## src/rtl/panel_cfg_pkg.sv

```systemverilog
package panel_cfg_pkg;

   localparam int CFG_DW = 8;

   localparam int A_ID    = 'h00;
   localparam int A_SWRST = 'h04;
   localparam int A_ENTRY = 'h06;
   localparam int A_PWR   = 'h07;
   localparam int A_POL   = 'h0A;

   function automatic logic [CFG_DW-1:0] cfg_default(input int a);
      case (a)
         'h01:    return 8'h0F;
         'h02:    return 8'h2E;
         'h03:    return 8'h12;
         A_SWRST: return 8'h01;
         A_ENTRY: return 8'h03;
         A_PWR:   return 8'h80;
         A_POL:   return 8'h09;
         default: return 8'h00;
      endcase
   endfunction

endpackage

```

## src/rtl/pcfg_spi_front.sv

```systemverilog
module pcfg_spi_front #(
   parameter int ADDR_W      = 7,
   parameter int DATA_W      = 8,
   parameter int SYNC_STAGES = 2
) (
   input  logic              clk,
   input  logic              rst_n,
   input  logic              spi_sck,
   input  logic              spi_cs_n,
   input  logic              spi_mosi,
   output logic              spi_miso,
   output logic              spi_miso_oe,
   output logic [ADDR_W-1:0] acc_addr,
   output logic              wr_stb,
   output logic [DATA_W-1:0] wr_data,
   input  logic [DATA_W-1:0] rd_data
);

   localparam int FRAME = 2 * DATA_W;
   localparam int CNT_W = $clog2(FRAME + 1);
   localparam logic [CNT_W-1:0] C_HDR  = CNT_W'(DATA_W - 1);
   localparam logic [CNT_W-1:0] C_DAT0 = CNT_W'(DATA_W);
   localparam logic [CNT_W-1:0] C_LAST = CNT_W'(FRAME - 1);
   localparam logic [CNT_W-1:0] C_END  = CNT_W'(FRAME);

   logic sck_s, cs_s, mosi_s;

   generate
      if (SYNC_STAGES == 0) begin : g_nosync
         assign sck_s  = spi_sck;
         assign cs_s   = spi_cs_n;
         assign mosi_s = spi_mosi;
      end else begin : g_sync
         logic [SYNC_STAGES-1:0] sck_ch, cs_ch, mosi_ch;
         always_ff @(posedge clk or negedge rst_n) begin
            if (!rst_n) begin
               sck_ch  <= '0;
               cs_ch   <= '1;
               mosi_ch <= '0;
            end else begin
               sck_ch  <= SYNC_STAGES'({sck_ch, spi_sck});
               cs_ch   <= SYNC_STAGES'({cs_ch, spi_cs_n});
               mosi_ch <= SYNC_STAGES'({mosi_ch, spi_mosi});
            end
         end
         assign sck_s  = sck_ch[SYNC_STAGES-1];
         assign cs_s   = cs_ch[SYNC_STAGES-1];
         assign mosi_s = mosi_ch[SYNC_STAGES-1];
      end
   endgenerate

   logic              sck_q;
   logic              cs_act, rise, fall;
   logic [CNT_W-1:0]  cnt;
   logic [DATA_W-2:0] sh;
   logic [DATA_W-1:0] hdr;
   logic [DATA_W-1:0] tx;
   logic              ld;
   logic              hdr_rd;

   assign cs_act   = ~cs_s;
   assign rise     = cs_act & sck_s & ~sck_q;
   assign fall     = cs_act & ~sck_s & sck_q;
   assign hdr_rd   = hdr[DATA_W-1];
   assign acc_addr = hdr[ADDR_W-1:0];

   always_ff @(posedge clk or negedge rst_n) begin
      if (!rst_n) begin
         sck_q   <= 1'b0;
         cnt     <= '0;
         sh      <= '0;
         hdr     <= '0;
         wr_data <= '0;
         wr_stb  <= 1'b0;
         ld      <= 1'b0;
         tx      <= '0;
      end else begin
         sck_q  <= sck_s;
         wr_stb <= 1'b0;
         ld     <= 1'b0;
         if (!cs_act) begin
            cnt <= '0;
            hdr <= '0;
            tx  <= '0;
         end else begin
            if (rise && cnt != C_END) begin
               sh  <= {sh[DATA_W-3:0], mosi_s};
               cnt <= cnt + 1'b1;
               if (cnt == C_HDR) begin
                  hdr <= {sh, mosi_s};
                  ld  <= 1'b1;
               end
               if (cnt == C_LAST) begin
                  wr_data <= {sh, mosi_s};
                  wr_stb  <= ~hdr_rd;
               end
            end
            if (ld)
               tx <= rd_data;
            else if (fall && cnt > C_DAT0 && cnt != C_END)
               tx <= {tx[DATA_W-2:0], 1'b0};
         end
      end
   end

   assign spi_miso_oe = cs_act & hdr_rd & (cnt >= C_DAT0) & (cnt != C_END);
   assign spi_miso    = spi_miso_oe & tx[DATA_W-1];


   wr_single_chk: assert property (@(posedge clk) disable iff (!rst_n)
      wr_stb |=> !wr_stb);

   wr_dir_chk: assert property (@(posedge clk) disable iff (!rst_n)
      wr_stb |-> !hdr_rd);

   miso_quiet_chk: assert property (@(posedge clk) disable iff (!rst_n)
      !spi_miso_oe |-> !spi_miso);

endmodule

```

## src/rtl/pcfg_regbank.sv

```systemverilog
module pcfg_regbank
   import panel_cfg_pkg::*;
#(
   parameter int          ADDR_W    = 7,
   parameter int          LAST_ADDR = 'h44,
   parameter logic [7:0]  ID_VALUE  = 8'h96
) (
   input  logic              clk,
   input  logic              rst_n,
   input  logic [ADDR_W-1:0] acc_addr,
   input  logic              wr_stb,
   input  logic [CFG_DW-1:0] wr_data,
   output logic [CFG_DW-1:0] rd_data,
   output logic [CFG_DW-1:0] entry_q,
   output logic [CFG_DW-1:0] pwr_q,
   output logic [CFG_DW-1:0] pol_q
);

   localparam int NREG = LAST_ADDR + 1;
   localparam logic [ADDR_W-1:0] LAST_A  = ADDR_W'(LAST_ADDR);
   localparam logic [ADDR_W-1:0] SWRST_A = ADDR_W'(A_SWRST);
   localparam logic [ADDR_W-1:0] PWR_A   = ADDR_W'(A_PWR);

   logic [CFG_DW-1:0] regs [NREG];
   logic              in_range, glob_rst;

   assign in_range = (acc_addr != '0) && (acc_addr <= LAST_A);
   assign glob_rst = wr_stb && acc_addr == SWRST_A && !wr_data[0];

   always_ff @(posedge clk or negedge rst_n) begin
      if (!rst_n) begin
         for (int i = 0; i < NREG; i++) regs[i] <= cfg_default(i);
      end else if (glob_rst) begin
         for (int i = 0; i < NREG; i++) regs[i] <= cfg_default(i);
      end else if (wr_stb && in_range) begin
         if (acc_addr == PWR_A)
            regs[acc_addr] <= wr_data | 8'h80;
         else
            regs[acc_addr] <= wr_data;
      end
   end

   always_comb begin
      if (acc_addr == '0)
         rd_data = ID_VALUE;
      else if (in_range)
         rd_data = regs[acc_addr];
      else
         rd_data = '0;
   end

   assign entry_q = regs[A_ENTRY];
   assign pwr_q   = regs[A_PWR];
   assign pol_q   = regs[A_POL];


   greset_chk: assert property (@(posedge clk) disable iff (!rst_n)
      glob_rst |=> (regs[1] == 8'h0F && regs[A_SWRST] == 8'h01));

   pwr_msb_chk: assert property (@(posedge clk) disable iff (!rst_n)
      pwr_q[7]);

   hold_chk: assert property (@(posedge clk) disable iff (!rst_n)
      !wr_stb |=> ($stable(entry_q) && $stable(pol_q) && $stable(pwr_q)));

endmodule

```

## src/rtl/pcfg_decode.sv

```systemverilog
module pcfg_decode (
   input  logic [7:0] entry_q,
   input  logic [6:0] pwr_q,
   input  logic [6:0] pol_q,
   output logic       cfg_hdir,
   output logic       cfg_vdir,
   output logic [1:0] cfg_video_std,
   output logic [3:0] cfg_in_fmt,
   output logic       cfg_pwr_normal,
   output logic [4:0] cfg_rail_en,
   output logic       cfg_pwr_auto,
   output logic       cfg_clk_rise,
   output logic       cfg_hs_high,
   output logic       cfg_vs_high,
   output logic       cfg_de_high,
   output logic       cfg_swap_chroma,
   output logic       cfg_formula_b,
   output logic       cfg_data_rev
);

   assign cfg_hdir        = entry_q[0];
   assign cfg_vdir        = entry_q[1];
   assign cfg_video_std   = entry_q[3:2];
   assign cfg_in_fmt      = entry_q[7:4];
   assign cfg_pwr_normal  = pwr_q[0];
   assign cfg_rail_en     = pwr_q[5:1];
   assign cfg_pwr_auto    = pwr_q[6];
   assign cfg_clk_rise    = pol_q[0];
   assign cfg_hs_high     = pol_q[1];
   assign cfg_vs_high     = pol_q[2];
   assign cfg_de_high     = pol_q[3];
   assign cfg_swap_chroma = pol_q[4];
   assign cfg_formula_b   = pol_q[5];
   assign cfg_data_rev    = pol_q[6];

endmodule

```

## src/rtl/panel_cfg_spi.sv

```systemverilog
module panel_cfg_spi
   import panel_cfg_pkg::*;
#(
   parameter int         ADDR_W      = 7,
   parameter int         LAST_ADDR   = 'h44,
   parameter logic [7:0] ID_VALUE    = 8'h96,
   parameter int         SYNC_STAGES = 2
) (
   input  logic       clk,
   input  logic       rst_n,
   input  logic       spi_sck,
   input  logic       spi_cs_n,
   input  logic       spi_mosi,
   output logic       spi_miso,
   output logic       spi_miso_oe,
   output logic       cfg_hdir,
   output logic       cfg_vdir,
   output logic [1:0] cfg_video_std,
   output logic [3:0] cfg_in_fmt,
   output logic       cfg_pwr_normal,
   output logic [4:0] cfg_rail_en,
   output logic       cfg_pwr_auto,
   output logic       cfg_clk_rise,
   output logic       cfg_hs_high,
   output logic       cfg_vs_high,
   output logic       cfg_de_high,
   output logic       cfg_swap_chroma,
   output logic       cfg_formula_b,
   output logic       cfg_data_rev
);

   generate
      if (ADDR_W + 1 != CFG_DW) begin : g_bad_hdr
         $error("header must be one data byte wide");
      end
      if (LAST_ADDR >= (1 << ADDR_W)) begin : g_bad_last
         $error("LAST_ADDR does not fit the address field");
      end
      if (LAST_ADDR < A_POL) begin : g_bad_span
         $error("LAST_ADDR must cover the decoded registers");
      end
      if (SYNC_STAGES < 0 || SYNC_STAGES > 4) begin : g_bad_sync
         $error("SYNC_STAGES out of range");
      end
   endgenerate

   logic [ADDR_W-1:0] acc_addr;
   logic              wr_stb;
   logic [CFG_DW-1:0] wr_data, rd_data;
   logic [CFG_DW-1:0] entry_q, pwr_q, pol_q;

   pcfg_spi_front #(
      .ADDR_W(ADDR_W), .DATA_W(CFG_DW), .SYNC_STAGES(SYNC_STAGES)
   ) u_front (
      .clk(clk), .rst_n(rst_n),
      .spi_sck(spi_sck), .spi_cs_n(spi_cs_n), .spi_mosi(spi_mosi),
      .spi_miso(spi_miso), .spi_miso_oe(spi_miso_oe),
      .acc_addr(acc_addr), .wr_stb(wr_stb), .wr_data(wr_data),
      .rd_data(rd_data)
   );

   pcfg_regbank #(
      .ADDR_W(ADDR_W), .LAST_ADDR(LAST_ADDR), .ID_VALUE(ID_VALUE)
   ) u_bank (
      .clk(clk), .rst_n(rst_n),
      .acc_addr(acc_addr), .wr_stb(wr_stb), .wr_data(wr_data),
      .rd_data(rd_data),
      .entry_q(entry_q), .pwr_q(pwr_q), .pol_q(pol_q)
   );

   pcfg_decode u_dec (
      .entry_q(entry_q), .pwr_q(pwr_q[6:0]), .pol_q(pol_q[6:0]),
      .cfg_hdir(cfg_hdir), .cfg_vdir(cfg_vdir),
      .cfg_video_std(cfg_video_std), .cfg_in_fmt(cfg_in_fmt),
      .cfg_pwr_normal(cfg_pwr_normal), .cfg_rail_en(cfg_rail_en),
      .cfg_pwr_auto(cfg_pwr_auto),
      .cfg_clk_rise(cfg_clk_rise), .cfg_hs_high(cfg_hs_high),
      .cfg_vs_high(cfg_vs_high), .cfg_de_high(cfg_de_high),
      .cfg_swap_chroma(cfg_swap_chroma), .cfg_formula_b(cfg_formula_b),
      .cfg_data_rev(cfg_data_rev)
   );


   dec_follow_chk: assert property (@(posedge clk) disable iff (!rst_n)
      (cfg_in_fmt == entry_q[7:4] && cfg_rail_en == pwr_q[5:1]));

endmodule

```

## config.mk

```make
export PLATFORM = sky130hd
export DESIGN_NAME = panel_cfg_spi
export DESIGN_NICKNAME = d
export VERILOG_FILES = /design/src/rtl/panel_cfg_pkg.sv /design/src/rtl/pcfg_spi_front.sv /design/src/rtl/pcfg_regbank.sv /design/src/rtl/pcfg_decode.sv /design/src/rtl/panel_cfg_spi.sv
export SDC_FILE = /design/constraint.sdc
export NUM_CORES = 1
export LEC_CHECK = 0
export ABC_AREA = 1
export BUFFER_PORTS_ARGS = -buffer_cell sky130_fd_sc_hd__buf_2
export CORE_AREA = 2 2 308 310
export CTS_BUF_LIST = sky130_fd_sc_hd__clkbuf_4
export CTS_CLUSTER_DIAMETER = 60
export DETAILED_ROUTE_END_ITERATION = 6
export DIE_AREA = 0 0 310 312
export HOLD_SLACK_MARGIN = 0.1
export PLACE_DENSITY = 0.48
export SYNTH_ARGS = -nofsm -noshare
export SYNTH_HDL_FRONTEND = slang
export SYNTH_SLANG_ARGS = --single-unit
```

## constraint.sdc

```tcl
create_clock -name clk -period 2.15 [get_ports clk]
set_input_delay 0.43 -clock clk [delete_from_list [all_inputs] [get_ports clk]]
set_output_delay 0.43 -clock clk [all_outputs]
set_load 0.1 [all_outputs]
```

==> results of run 1 <==
## routing by layer
| metal | up-vias | global-route usage, % | wire (um) |
|---|---|---|---|
| met1 | 14700 | 35.8 | 55400 |
| met5 | - | 0 | 0 |
| met2 | 1374 | 41.1 | 61200 |
| met4 | 0 | 11.9 | 6810 |
| li1 | 12900 | - | - |
| met3 | 413 | 5.77 | 10600 |
## timing repair
action / 4_1_cts / 5_1_grt
endpoints found under the hold margin: 600 / 0
pin swaps: 285 / 343
buffers inserted: 150 / 71
gates resized for setup: 1405 / 657
setup endpoints to repair: 540 / 587
hold buffers: 9 / 0
cloned: 110 / 18
## critical path, stage by stage, from the launching register on
cell and delay [ns]:
dfrtp_1 0.35, inv_2 0.05, ha_4 0.16, nand2_4 0.06
nor3_4 0.04, nor4_4 0.19, and2_4 0.20, buf_12 0.17
## cell type report
cell class	instances	area [sq um]
clock inverters	46	289
well taps	1254	1570
repair inverters	4	67.6
multi-input cells	2266	16400
diodes	2	5.00
clock buffers	262	1970
flip-flops and latches	597	15000
fillers	8413	46100
repair buffers	721	10500
inverters	289	1180
## logic make-up (layout without fill, tap and decap cells)
| logic type | count (synthesis) | count (layout) | synth area share, % |
|---|---|---|---|
| fa+ha+maj | 3 | 3 | 0.135 |
| compound gates | 860 | 860 | 17.3 |
| other cells | 0 | 2 | 0 |
| simple gates | 1403 | 1403 | 21.0 |
| flops | 597 | 597 | 53.9 |
| buf+inv | 536 | 1322 | 7.75 |
## worst max path at each step
stage / from / to / slack, ns
after global placement: u_front.hdr[0] / u_front.tx[4] / -0.35
after detailed placement: u_front.hdr[0] / u_front.tx[4] / -0.31
after global routing: u_front.cnt[1] / spi_miso / -0.72
final: u_front.cnt[0] / spi_miso / -0.60
after CTS: u_front.cnt[0] / spi_miso / -0.72
after floorplan: u_front.cnt[0] / spi_miso / -0.58
## power by group through the flow
stage	clock, mW	combinational, mW	sequential, mW
CTS	11.4	0.456	11.3
finish	11.3	0.447	11.3
detailed placement	0	0.432	11.5
global route	12.0	0.503	11.3
global placement	0	0.433	11.5
floorplan	0	0.0540	11.5
## state kept, by name, summed over array words and instances, names as in the netlist
register / cells
u_front.tx: 8
u_front.cnt: 5
u_front.ld: 1
u_bank.pol_q: 8
u_front.g_sync.cs_ch: 2
u_front.wr_stb: 1
u_front.sck_q: 1
u_bank.entry_q: 8
u_bank.pwr_q: 8
u_front.wr_data: 8
u_front.hdr: 8
u_front.g_sync.mosi_ch: 2
u_bank.regs: 528
u_front.g_sync.sck_ch: 2
u_front.sh: 7
## cells in the final DEF (no fill, tap or decap), types with 114 or more instances in the layout
| master | instances |
|---|---|
| nand2_1 | 749 |
| dfrtp_1 | 571 |
| clkbuf_4 | 262 |
| inv_1 | 258 |
| buf_4 | 255 |
| o21ai_2 | 229 |
| nand3_2 | 202 |
| buf_12 | 173 |
| o22ai_2 | 143 |
| buf_6 | 126 |
| o21ai_0 | 116 |
| o21ai_1 | 114 |
## metrics by stage
stage	hold slack [ns]	cell area [sq um]	std cells
6_report	0.350	46900	5441
5_1_grt	0.362	46900	5441
3_5_place_dp	0.339	32500	4824
4_1_cts	0.355	43900	5390
2_1_floorplan	0.134	27800	3399
3_3_place_gp	0.335	32500	4824
==> results.tsv, run 1 <==
metric	value	unit
status	finished with violations	
failing checks	setup timing	
post-synthesis sequential area ratio	53.9	%
critical path arrival	2.32	ns
Starting Density	29.8	%
IO Count	29	
gpl congestion	0.882	
Die ar.	0.0967	sq mm
R2R Path End	u_front.tx[0]	
Clock Latency Late Sink	1.10	ns
fin crit period	2.75	ns
clock share of power	49.0	%
pin count of the biggest net entering global routing	81	
1st-iter DRT viols	2849	
library cells used by synthesis	37	
Switching Fraction	25.2	%
Internal Power	17.2	mW
CORE AREA	0.0930	sq mm
worst hold start	u_front.g_sync.mosi_ch[0]	
final setup vio count	538	
# clock sinks	597	
Final Max Tran Viols	0	
Mapped Area	0.0278	sq mm
Reg-to-Reg Start	u_front.hdr[0]	
final WL	134000	um
Worst slew margin	17.6	%
Reg clk slew, reported paths	0.06	ns
HPWL after DPL	71000	um
first-pass GRT wire length	191000	um
vias in the first global route	28800	
Synth Register Bits	597	
Peak VDD IR	0.000394	V
leading area contributor after synthesis	dfrtp_1	
gr ovfl total	0	
hold endpoint	u_front.g_sync.mosi_ch[1]	
Die Span X	310	um
layout cells sized above 1	47.3	%
YS warnings	0	
Comb pwr share	1.9	%
Switch Pwr	5.79	mW
post-synthesis async set-or-reset flop share	100	%
antenna violations before repair	2	
Port Buffers	28	
Post-Syn Instances	3399	
Worst Slack Setup Final	-0.605	ns
routed length per instance	24.6	um
final clock skew	0.0960	ns
Worst Tran Pin Value	1.24	ns
via count	29400	
Final nets	4056	
Final TNS setup	-67.62	ns
Max Root-Sink Buffers	3	
Hold Crit Class	register to register	
r2r setup slk	-0.26	ns
Layout Utilization	50.4	%
Post-synth EDFFs	0	
pre-CTS WS	-0.313	ns
Startpoint Class	register	
htree depth	4	
clock root buffer	clkbuf_4	
Total GRT Usage	26.6	%
DR vias/cell	5.40	
maximum clock frequency	363	MHz
syn_area_per_cell	8.17	sq um
top cell type's share of synthesized area	52.2	%
max cap viols	0	
Hold Path Depth	0	
Required @ worst endpoint	1.72	ns
DR DRC count	0	
Routed Antenna Nets	0	
critical path class	register to primary output	
power share of the sequential group	49.1	%
final period utilization	128	%
top cells by area, synth	dfrtp_1 (52%), nand2_1 (12%), o21ai_0 (7.2%)	
R2R cell count	17	
syn nets	3407	
RSZ-0062 raised after global routing	yes	
pwr/cell area	490	mW/mm^2
Final Hold Fails	0	
Area Overhead vs Synth	69.0	%
ys flop type	dfrtp_1	
most numerous cell in the Yosys netlist	nand2_1	
Design Power	23.0	mW
Leak	20.3	nW
Inserted Clock Buffers	169	
worst-path fanout max	2	
CTS tree	built	
leading cell types by count after synthesis	nand2_1 (923), dfrtp_1 (579), o21ai_0 (400)	
Std-Cell Rows	112	
Worst Setup End Kind	primary output	
Die Span Y	312	um
drt pass-1 iters	7	
No activity file was read; power rests on OpenSTA's default activity.
==> inputs of run 2 (changes only) <==
--- a/config.mk
+++ b/config.mk
@@ -7,13 +7,14 @@
 export LEC_CHECK = 0
 export ABC_AREA = 1
 export BUFFER_PORTS_ARGS = -buffer_cell sky130_fd_sc_hd__buf_2
-export CORE_AREA = 2 2 308 310
+export CORE_AREA = 2 2 314 316
 export CTS_BUF_LIST = sky130_fd_sc_hd__clkbuf_4
 export CTS_CLUSTER_DIAMETER = 60
 export DETAILED_ROUTE_END_ITERATION = 6
-export DIE_AREA = 0 0 310 312
+export DIE_AREA = 0 0 316 318
 export HOLD_SLACK_MARGIN = 0.1
 export PLACE_DENSITY = 0.48
 export SYNTH_ARGS = -nofsm -noshare
 export SYNTH_HDL_FRONTEND = slang
+export SYNTH_HIERARCHICAL = 1
 export SYNTH_SLANG_ARGS = --single-unit
==> results.tsv, run 2 <==
metric	value	unit	change
final setup vio count	559		+3.9%
Cell Count, Final, Fillers Out	5599		+2.9%
DR DRC count	0		unchanged
max cap viols	0		unchanged
Sequential Area	0.0150	sq mm	about the same
maximum clock frequency	374	MHz	+3.1%
gpl congestion	0.864		-2.1%
fin crit period	2.67	ns	-0.0822 ns
CP Buf/Inv Count	3		+1
Hold Crit Class	register to register		
max reg flops	528		unchanged
Area Overhead vs Synth	55.1	%	
failing checks	setup timing		
1st-iter DRT viols	2728		-4.2%
Total GRT Usage	24.2	%	-2.4 points
syn nets	3606		+5.8%
Worst Tran Pin Value	0.953	ns	-0.282 ns
DR vias/cell	5.19		-3.8%
clock root buffer	clkbuf_4		
R2R cell count	15		-2
antenna violations before repair	2		unchanged
Post-Syn Instances	3598		+5.9%
area of the multi-input gates	0.0157	sq mm	-4.3%
Design Power	23.1	mW	+0.47%
gr ovfl total	0		unchanged
Reg clk slew, reported paths	0.06	ns	about the same
Final Hold Fails	0		unchanged
Clock Latency Late Sink	1.12	ns	+0.02 ns
Layout Utilization	46.1	%	-4.4 points
Inserted Clock Buffers	170		+0.59%
Routed Antenna Nets	0		unchanged
Die Span X	316	um	+1.9%
# clock sinks	597		unchanged
vias in the first global route	29000		+0.86%
layout cells sized above 1	40.3	%	-7.0 points
CP max stage delay	0.36	ns	about the same
Std-Cell Rows	115		+2.7%
slowest CP cell	dfrtp_1		
Die ar.	0.100	sq mm	+3.9%
Reg-to-Reg Start	u_front/hdr[0]		
Peak VDD IR	0.000462	V	+17%
final period utilization	124	%	-3.8 points
Required @ worst endpoint	1.72	ns	about the same
DP Cell Count	4991		+3.5%
Worst slew margin	36.2	%	+19 points
pwr/cell area	515	mW/mm^2	+5.1%
R2R Path End	u_bank/regs[25]		
Final nets	4179		+3.0%
HPWL after DPL	70300	um	-0.90%
Final Max Tran Viols	0		unchanged
worst-path fanout max	2		unchanged
most frequent cells in the layout	nand2_1 (995), dfrtp_1 (572), o21ai_1 (278)		
final clock skew	0.0605	ns	-0.0354 ns
Worst Setup End Kind	primary output		
r2r setup slk	-0.40	ns	-0.14 ns
Port Buffers	28		unchanged
final WL	128000	um	-4.8%
via count	29100		-1.0%
Hold Path Depth	0		unchanged
critical path arrival	2.24	ns	-0.08 ns
CTS tree	built		
hold endpoint	u_front/g_sync.mosi_ch[1]		
htree depth	4		unchanged
critical path class	register to primary output		
Mapped Area	0.0289	sq mm	+4.2%
status	finished with violations		
Startpoint Class	register		
CORE AREA	0.0974	sq mm	+4.7%
drt pass-1 iters	5		-2
worst hold start	u_front/g_sync.mosi_ch[0]		
YS warnings	6		+6
Max Root-Sink Buffers	3		unchanged
Largest Register	u_bank/regs		
Leak	19.6	nW	-3.3%
IO Count	29		unchanged
RSZ-0062 raised after global routing	yes		
Worst path top cell family by delay	flip-flops		
pin count of the biggest net entering global routing	85		+4.9%
routed length per instance	22.8	um	-7.5%
sequence of cells on the critical path	inv_2 > ha_4 > inv_4 > nor2_4 > a21oi_4 > and2_4 > buf_12		
Die Span Y	318	um	+1.9%
syn_area_per_cell	8.04	sq um	-1.6%
first-pass GRT wire length	185000	um	-3.2%
Hold WS	0.355	ns	+0.00451 ns
fill count	9159		+8.9%
most common cell after layout, fill and taps aside	nand2_1		
Worst Slack Setup Final	-0.523	ns	+0.0822 ns
Starting Density	29.7	%	-0.15 points
-- run 2: what timing repair did --
action	4_1_cts	5_1_grt
pin swaps	162	222
gates cloned	75	39
buffers inserted	128	82
hold buffers	9	0
resized for setup	1218	385
setup endpoints to repair	575	591
hold endpoints to repair	600	0
-- run 2: metal layers --
| layer | up-vias | wire length, um | GRT usage, % |
|---|---|---|---|
| li1 | 13200 | - | - |
| met1 | 14500 | 55500 | 33.2 |
| met2 | 1098 | 59000 | 38.2 |
| met3 | 283 | 8250 | 4.45 |
| met4 | 0 | 4870 | 8.23 |
| met5 | - | 0 | 0 |
-- run 2: worst reg2reg max path, cell delays in order (launching register included) --
cell	delay [ns]
dfrtp_4	0.49
buf_6	0.14
buf_12	0.13
inv_12	0.06
buf_12	0.15
buf_6	0.12
nand2_4	0.05
buf_6	0.13
nor2_4	0.14
buf_12	0.14
clkinv_16	0.08
buf_16	0.17
nand2_8	0.20
buf_8	0.17
buf_12	0.16
o22ai_1	0.10
-- run 2: worst max path at each step --
stage | startpoint | to | cells past startpoint
6_report | u_front/cnt[1] | spi_miso | 7
5_1_grt | u_front/cnt[1] | spi_miso | 7
4_1_cts | u_front/cnt[1] | spi_miso | 7
2_1_floorplan | u_front/cnt[0] | spi_miso | 6
3_5_place_dp | u_front/hdr[0] | u_front/tx[2] | 14
3_3_place_gp | u_front/hdr[0] | u_front/tx[2] | 14
-- run 2: metrics by stage --
step / setup WS [ns] / TNS [ns] / cell area, sq um
3_3_place_gp: -0.703 / -137.27 / 32900
4_1_cts: -0.642 / -110.69 / 42400
6_report: -0.523 / -141.11 / 44900
5_1_grt: -0.621 / -154.02 / 44900
3_5_place_dp: -0.647 / -153.56 / 32900
2_1_floorplan: -0.0304 / -0.0304 / 28900
-- run 2: report_power, final --
group	total (mW)	internal [mW]	switching (mW)
clock network	11.2	5.96	5.25
logic	0.565	0.166	0.399
registers	11.3	11.3	0.0465
total	23.1	17.4	5.69
-- run 2: cell type report --
cell class	instances	share of cell area [%]
well taps	1287	3.59
multi-input cells	2448	35.0
diodes	9	0.0502
repair inverters	1	0.0195
repair buffers	664	20.4
clock buffers	267	4.47
clock inverters	37	0.530
inverters	289	2.59
flip-flops and latches	597	33.4
